## src/rtl/irqArbPkg.sv

```systemverilog
package irqArbPkg;
  localparam int NUM_SRC = 5;
  localparam int IDX_W   = $clog2(NUM_SRC);

  typedef struct packed {
    logic pollEn;     // latch the current winner as pending
    logic fireEn;     // issue the call for the pending source
    logic releaseEn;  // return-from-interrupt completes
  } arbStrobeT;

  typedef struct packed {
    logic candValid;   // some enabled source is requesting
    logic candBlocked; // winner is held off by the in-service levels
  } arbStatusT;
endpackage

```

## src/rtl/irqArbControl.sv

```systemverilog
module irqArbControl
  import irqArbPkg::*;
(
  input  logic      clk,
  input  logic      rstN,
  input  logic      cycleEnd,
  input  logic      lastCycle,
  input  logic      retiExec,
  input  logic      ctrlWrite,
  input  arbStatusT status,
  output arbStrobeT strobes
);
  logic pendValid;
  logic pollOk;

  // Blocking rules evaluated at the polling edge.
  always_comb begin
    pollOk = cycleEnd && !pendValid && lastCycle && !retiExec && !ctrlWrite &&
             status.candValid && !status.candBlocked;
    strobes.pollEn    = pollOk;
    strobes.fireEn    = cycleEnd && pendValid;
    strobes.releaseEn = cycleEnd && retiExec && lastCycle;
  end

  always_ff @(posedge clk or negedge rstN) begin
    if (!rstN) begin
      pendValid <= 1'b0;
    end else if (cycleEnd) begin
      pendValid <= pollOk;
    end
  end

  // an accepted request never coincides with a control-register write
  assert_no_accept_on_write_R8: assert property (@(posedge clk) disable iff (!rstN)
    strobes.pollEn |-> !ctrlWrite && !retiExec);

  // a call follows only a prior acceptance
  assert_fire_after_accept_R1: assert property (@(posedge clk) disable iff (!rstN)
    $rose(pendValid) |-> !strobes.fireEn);
endmodule

```

## src/rtl/irqArbDatapath.sv

```systemverilog
module irqArbDatapath
  import irqArbPkg::*;
#(
  parameter int VEC_W    = 16,
  parameter int VEC_BASE = 3,
  parameter int VEC_STEP = 8
) (
  input  logic               clk,
  input  logic               rstN,
  input  logic [NUM_SRC-1:0] reqFlags,
  input  logic               globalEn,
  input  logic [NUM_SRC-1:0] srcEn,
  input  logic [NUM_SRC-1:0] srcHigh,
  input  arbStrobeT          strobes,
  output arbStatusT          status,
  output logic               callReq,
  output logic [VEC_W-1:0]   vector,
  output logic [NUM_SRC-1:0] ack,
  output logic [NUM_SRC-2:0] flagClr,
  output logic [1:0]         inService
);
  localparam int LVL_HI = 1;
  localparam int LVL_LO = 0;

  logic [NUM_SRC-1:0] active;
  logic               hiFound, loFound;
  logic [IDX_W-1:0]   hiIdx, loIdx;
  logic [IDX_W-1:0]   candIdx;
  logic               candLvl;
  logic [IDX_W-1:0]   pendIdx;
  logic               pendLvl;
  logic [1:0]         inSvcNext;
  logic [NUM_SRC-1:0] ackNext;

  assign active = reqFlags & srcEn & {NUM_SRC{globalEn}};

  // Fixed polling order: the lowest index wins within each level.
  always_comb begin
    hiFound = 1'b0;
    loFound = 1'b0;
    hiIdx   = '0;
    loIdx   = '0;
    for (int i = NUM_SRC - 1; i >= 0; i--) begin
      if (active[i] && srcHigh[i]) begin
        hiFound = 1'b1;
        hiIdx   = IDX_W'(i);
      end
      if (active[i] && !srcHigh[i]) begin
        loFound = 1'b1;
        loIdx   = IDX_W'(i);
      end
    end
    candIdx            = hiFound ? hiIdx : loIdx;
    candLvl            = hiFound;
    status.candValid   = hiFound || loFound;
    status.candBlocked = inService[LVL_HI] || (!candLvl && inService[LVL_LO]);
  end

  // Release acts on the old state first, then the new call's level is set.
  always_comb begin
    inSvcNext = inService;
    if (strobes.releaseEn) begin
      if (inSvcNext[LVL_HI]) inSvcNext[LVL_HI] = 1'b0;
      else                   inSvcNext[LVL_LO] = 1'b0;
    end
    if (strobes.fireEn) inSvcNext[pendLvl] = 1'b1;
    ackNext = strobes.fireEn ? (NUM_SRC'(1) << pendIdx) : '0;
  end

  always_ff @(posedge clk or negedge rstN) begin
    if (!rstN) begin
      pendIdx   <= '0;
      pendLvl   <= 1'b0;
      callReq   <= 1'b0;
      vector    <= '0;
      ack       <= '0;
      flagClr   <= '0;
      inService <= '0;
    end else begin
      if (strobes.pollEn) begin
        pendIdx <= candIdx;
        pendLvl <= candLvl;
      end
      callReq   <= strobes.fireEn;
      ack       <= ackNext;
      flagClr   <= ackNext[NUM_SRC-2:0];
      inService <= inSvcNext;
      if (strobes.fireEn) begin
        vector <= VEC_W'(VEC_BASE) + VEC_W'(pendIdx) * VEC_W'(VEC_STEP);
      end
    end
  end

  // acknowledge is one-hot exactly while the call is raised
  assert_ack_onehot_R9: assert property (@(posedge clk) disable iff (!rstN)
    callReq |-> $countones(ack) == 1);
  assert_ack_idle_R9: assert property (@(posedge clk) disable iff (!rstN)
    !callReq |-> ack == '0 && flagClr == '0);

  // the call is a single-clock pulse
  assert_call_pulse_R1: assert property (@(posedge clk) disable iff (!rstN)
    callReq |=> !callReq);

  // a call always leaves its level marked in service
  assert_insvc_on_call_R6: assert property (@(posedge clk) disable iff (!rstN)
    callReq |-> inService != 2'b00);

  // vectors sit on the 8-byte grid offset by 3
  assert_vec_grid_R4: assert property (@(posedge clk) disable iff (!rstN)
    callReq |-> vector[2:0] == 3'd3);
endmodule

```

## src/rtl/irqArbTop.sv

```systemverilog
module irqArbTop
  import irqArbPkg::*;
#(
  parameter int VEC_W    = 16,
  parameter int VEC_BASE = 3,
  parameter int VEC_STEP = 8
) (
  input  logic               clk,
  input  logic               rstN,
  input  logic               cycleEnd,
  input  logic [1:0]         extFlag,
  input  logic [1:0]         tmrFlag,
  input  logic               serRxFlag,
  input  logic               serTxFlag,
  input  logic               globalEn,
  input  logic [NUM_SRC-1:0] srcEn,
  input  logic [NUM_SRC-1:0] srcHigh,
  input  logic               lastCycle,
  input  logic               retiExec,
  input  logic               ctrlWrite,
  output logic               callReq,
  output logic [VEC_W-1:0]   vector,
  output logic [NUM_SRC-1:0] ack,
  output logic [NUM_SRC-2:0] flagClr,
  output logic [1:0]         inService
);
  arbStrobeT          strobes;
  arbStatusT          status;
  logic [NUM_SRC-1:0] reqFlags;

  // Polling index order: ext0, tmr0, ext1, tmr1, serial (rx OR tx).
  assign reqFlags = {serRxFlag | serTxFlag, tmrFlag[1], extFlag[1], tmrFlag[0], extFlag[0]};

  irqArbControl uCtrl (
    .clk       (clk),
    .rstN      (rstN),
    .cycleEnd  (cycleEnd),
    .lastCycle (lastCycle),
    .retiExec  (retiExec),
    .ctrlWrite (ctrlWrite),
    .status    (status),
    .strobes   (strobes)
  );

  irqArbDatapath #(
    .VEC_W    (VEC_W),
    .VEC_BASE (VEC_BASE),
    .VEC_STEP (VEC_STEP)
  ) uData (
    .clk       (clk),
    .rstN      (rstN),
    .reqFlags  (reqFlags),
    .globalEn  (globalEn),
    .srcEn     (srcEn),
    .srcHigh   (srcHigh),
    .strobes   (strobes),
    .status    (status),
    .callReq   (callReq),
    .vector    (vector),
    .ack       (ack),
    .flagClr   (flagClr),
    .inService (inService)
  );

  // calls appear only right after a machine-cycle end
  assert_call_at_cycle_end_R1: assert property (@(posedge clk) disable iff (!rstN)
    callReq |-> $past(cycleEnd));
endmodule

```

## config.mk

```make
export PLATFORM = sky130hd
export DESIGN_NAME = irqArbTop
export DESIGN_NICKNAME = d
export VERILOG_FILES = /design/src/rtl/irqArbPkg.sv /design/src/rtl/irqArbControl.sv /design/src/rtl/irqArbDatapath.sv /design/src/rtl/irqArbTop.sv
export SDC_FILE = /design/constraint.sdc
export NUM_CORES = 1
export LEC_CHECK = 0
export BUFFER_PORTS_ARGS = -buffer_cell sky130_fd_sc_hd__buf_2
export CAP_MARGIN = 20
export CORE_ASPECT_RATIO = 0.8
export CORE_MARGIN = 1
export CORE_UTILIZATION = 44
export CTS_CLUSTER_SIZE = 24
export DETAILED_ROUTE_END_ITERATION = 7
export PLACE_DENSITY = 0.82
export SLEW_MARGIN = 20
export SYNTH_ARGS = -nofsm -noshare
export SYNTH_HDL_FRONTEND = slang
export SYNTH_HIERARCHICAL = 1
export SYNTH_SLANG_ARGS = --single-unit
```

## constraint.sdc

```tcl
create_clock -name clk -period 2.2 [get_ports clk]
set_input_delay 0.22 -clock clk [delete_from_list [all_inputs] [get_ports clk]]
set_output_delay 0.22 -clock clk [all_outputs]
set_load 0.005 [all_outputs]
```

### Word-level counts from Yosys, hierarchy flattened

Index checks and enable logic that the tools add are counted.

| word-level totals | value |
|---|---|
| word-level logic and storage cells | 76 |
| input port bits | 23 |
| flip-flop bits (word level) | 33 |

| cells by class | value |
|---|---|
| shift operators | 1 |
| reductions and logical operators | 33 |
| bitwise operators | 4 |
| add/subtract/negate cells | 1 |
| mux-type cells | 27 |
| magnitude comparators | 2 |

Operators by type and width:

| cell | number |
|---|---|
| $mux W3 | 11 |
| $logic_and A1 B1 Y1 | 21 |
| $mux W1 | 12 |
| $and A5 B5 Y5 | 2 |
| $logic_not A1 Y1 | 10 |
| $add A2 B6 Y7 const A | 1 |
| $mux W5 | 1 |
| $shl A1 B3 Y5 const A | 1 |
| $mux W2 | 2 |
| $logic_or A1 B1 Y1 | 2 |
| $lt A1 B2 Y1 const B | 1 |
| $or A2 B2 Y2 | 1 |
| $demux W1 S1 | 1 |
| $ge A1 B1 Y1 const B | 1 |
| $or A1 B1 Y1 | 1 |

### Longest topological paths before layout

| logic depth | value |
|---|---|
| depth in word-level cells | 14 |
| depth in mapped cells | 10 |
| mapped depth without buffers | 7 |

### By module

The synthesis kept the hierarchy.

Modules (own cells, without submodules):

| module | seq. area each (µm²) | cells an instance | times used | area each (µm²) |
|---|---|---|---|---|
| irqArbDatapath | 400.4 | 89 | 1 | 872.1 |
| irqArbControl | 25.0 | 9 | 1 | 85.1 |
| irqArbTop | 0.0 | 1 | 1 | 6.3 |

### Worst setup path after synthesis

No wires, ideal clock.

| timing | value |
|---|---|
| path kind | input to register |
| start | input globalEn |
| end | register uData.pendIdx[0] |
| stages | 10 |
| path slack | 0 ps |
| buffers on the path | 3 |
| arrival time | 2,099 ps |
| library setup time | 101 ps |
| path through | buf_6 and4b_1 o21ba_4 or4b_1 or4b_1 nor3_1 buf_4 buf_1 nand2_1 o32ai_1 |

RTL lines:

| element | line | text |
|---|---|---|
| start: declaration | irqArbTop.sv:15 | `input logic globalEn,` |
| end signal: assignment | irqArbDatapath.sv:81 | `pendIdx <= candIdx;` |
| end: declaration | irqArbDatapath.sv:30 | `logic [IDX_W-1:0] pendIdx;` |

==> impl_metrics.toml <==
[outcome]
status = "complete, no violations"

[hold_path]
whs_path_depth = 2
min_path_type = "in -> reg"

[cells_and_area]
nets = 160
n_antenna_cell = 0
layout_common_cells = "buf_2, dfrtp_1, conb_1, nand2_1, inv_1"
syn2layout_area_growth_pct = 18.31
drive_above_1_share_pct = 40.44
fill_cells = 195
final_common_cell = "buf_2"
instances_no_fill = 160

[synth]
synth_area_sq_um = 963.4
synth.largest_area_cell = "dfrtp_1"
synth-seq-area-share_pct = 44.16
synth.distinct_cells = 33
netlist_top_cells_area = "dfrtp_1, buf_4, nand4_1"
ys_seq_elements = 17
synthCells = 99
synth_top_area_share_pct = 44.16
syn_area_per_cell_sq_um = 9.732
ys_warn_count = 6

[die]
dieArea_sq_mm = 0.002382
rows = 14
coreArea_sq_mm = 0.001962
die_h_um = 43.86
start_util_pct = 49.11
die_x_um = 54.32
pin_count = 51

[timing]
slew_violations = 0
clock.fmax_mhz = 526.3
fin_worst_skew_ns = 0.008270
setup_tns_ns = 0
final_hold_viol_count = 0
rsz0062_at_grt = "false"
fin_crit_sh_pct = 86.37
post-route-min-period_ns = 1.900
setup_violations = 0
setup_ws_ns = 0.2998

[placed_design]
place_inst = 155
finalWeightedCongestion = 0.8051
place_hpwl_mm = 1.501
place_ws_ns = 0.0004619
portBuffers = 39

[job]
max-cap-violations = 0

[worst_setup_path]
reg2regPathDepth = 5
worstSetupStartpointType = "input port"
crit_arrival_ns = 2.08
path_max_fanout = 8
setup.worst_path.end_class = "flip-flop"
required_ns = 2.38
crit_type = "in -> reg"

[pwr]
power_density_mw_per_mm2 = 707.8
ir_drop_mv = 0.3621
p_leak_uw = 0.0005993

[route]
vias_per_cell = 5.075
drtIter0Drc = 6
wire_per_inst_um = 11.14
drc_errors = 0
drtAntennaViolNets = 0
routed_wl_mm = 1.783
dr.pass1.iters = 4
num_vias = 812

[global_route]
grt_pass1_vias = 754
grt_overflow_total = 0
antenna_found_initial = 0
grt_pass1_wl_mm = 2.980
grt_util_all_layers_pct = 16.81
grt_max_degree = 18

[clock_tree]
cts_root_buffer = "clkbuf_4"
cts.path.max_buffers = 2
clk_pin_slew_ns = 0.10
cts_inserted_buffers = 3
cts_tree = "done"
post_cts_resized = 0
clock_sinks = 17
clk_latency_ns = 0.28
htreeDepth = 1
==> Yosys cell counts <==
cell type and n:
nand2_1 7, a21oi_1 2, or2_2 2, a21o_1 1, a21boi_0 1, buf_4 17, o22ai_1 2, o21ai_0 3
and3_1 1, clkbuf_1 1, buf_1 1, o22a_1 1, or2_1 1, conb_1 1, and4b_1 1, nor2_1 4
a22o_1 1, dfrtp_1 17, or4b_1 2, nand4_1 5, mux2_2 2, nor3_1 4, o21ba_4 1, o32ai_1 3
nand3_1 4, buf_6 1, and3_2 1, and4_2 1, o32ai_2 1, and2_2 1, inv_1 7, o311a_1 1
a211oi_1 1
==> flip-flops by register name (all words and copies together), names as in the netlist <==
name,count
uData/pendLvl,1
uData/inService,2
uData/callReq,1
uData/pendIdx,3
uCtrl/pendValid,1
uData/vector,4
uData/flagClr,3
uData/ack,2
==> layout make-up <==
class | instances | area, sq um | area share, %
multi-input combinational | 65 | 402.9 | 35.35
inverter | 7 | 26.28 | 2.305
clock buffer | 3 | 22.52 | 1.976
sequential | 17 | 425.4 | 37.32
timing repair buffer | 43 | 227.7 | 19.98
clock inverter | 1 | 5.005 | 0.4391
tap | 24 | 30.03 | 2.634
==> critical path: stages <==
cell and delay, ns:
buf_2 0.10, and4b_1 0.26, o21ba_4 0.17, or4b_1 0.15, or4b_1 0.47, nor3_1 0.21, buf_4 0.18, nand2_1 0.05
o32ai_1 0.26
==> per-layer routing <==
layer  up-vias  track usage [%]  share of wire (%)
li1        396                -                  -
met1       374            20.43                 45
met2        42            30.49                 47
met3         0            2.105                8.0
met4         0            4.615                  0
met5         -                0                  0
==> report_power, final <==
part / switching, uW / leakage, uW / internal, uW
sequential: 52.1 / 0.000218 / 384
clock: 88.7 / 0.0000177 / 67.4
combinational: 105 / 0.000363 / 110
==> final timing paths <==
path                                       start          endpoint  slack (ns)
worst min register to register  uData/pendIdx[2]  uData/flagClr[1]        0.49
min in group asynchronous                   rstN  uData/flagClr[1]        0.37
worst max-delay path                  srcHigh[2]  uData/pendIdx[0]        0.30
max in group asynchronous                   rstN  uData/pendIdx[0]        1.56
worst max register to register   uCtrl/pendValid  uData/pendIdx[0]        0.43
worst min-delay path                    cycleEnd   uCtrl/pendValid        0.15
==> cell families (layout without fill, tap and decap cells) <==
kind of cell	count (synthesis)	count (layout)	synth area share, %
other	1	11	0.3892
buffers and inverters	27	54	17.92
flip-flops	17	17	44.16
AND/OR/NAND/NOR	34	34	20.00
AO/OA/AOI/OAI	18	18	15.20
multiplexers	2	2	2.337
==> repair_timing <==
action	in CTS	in global routing
endpoints found under the hold margin	17	0
hold buffers	1	0
buffers inserted	0	0
==> per-stage QoR <==
step	util [%]	power [uW]	hold WS (ns)	instance area, sq um
after floorplan	-	571.8	-0.07559	1001
after detailed placement	56.19	660.7	0.1578	1102
after global placement	56.19	644.1	0.1499	1102
after CTS	58.10	821.6	0.1335	1140
after global routing	58.10	874.7	0.1465	1140
final	58.10	806.8	0.1463	1140
No activity file was read; power rests on OpenSTA's default activity.
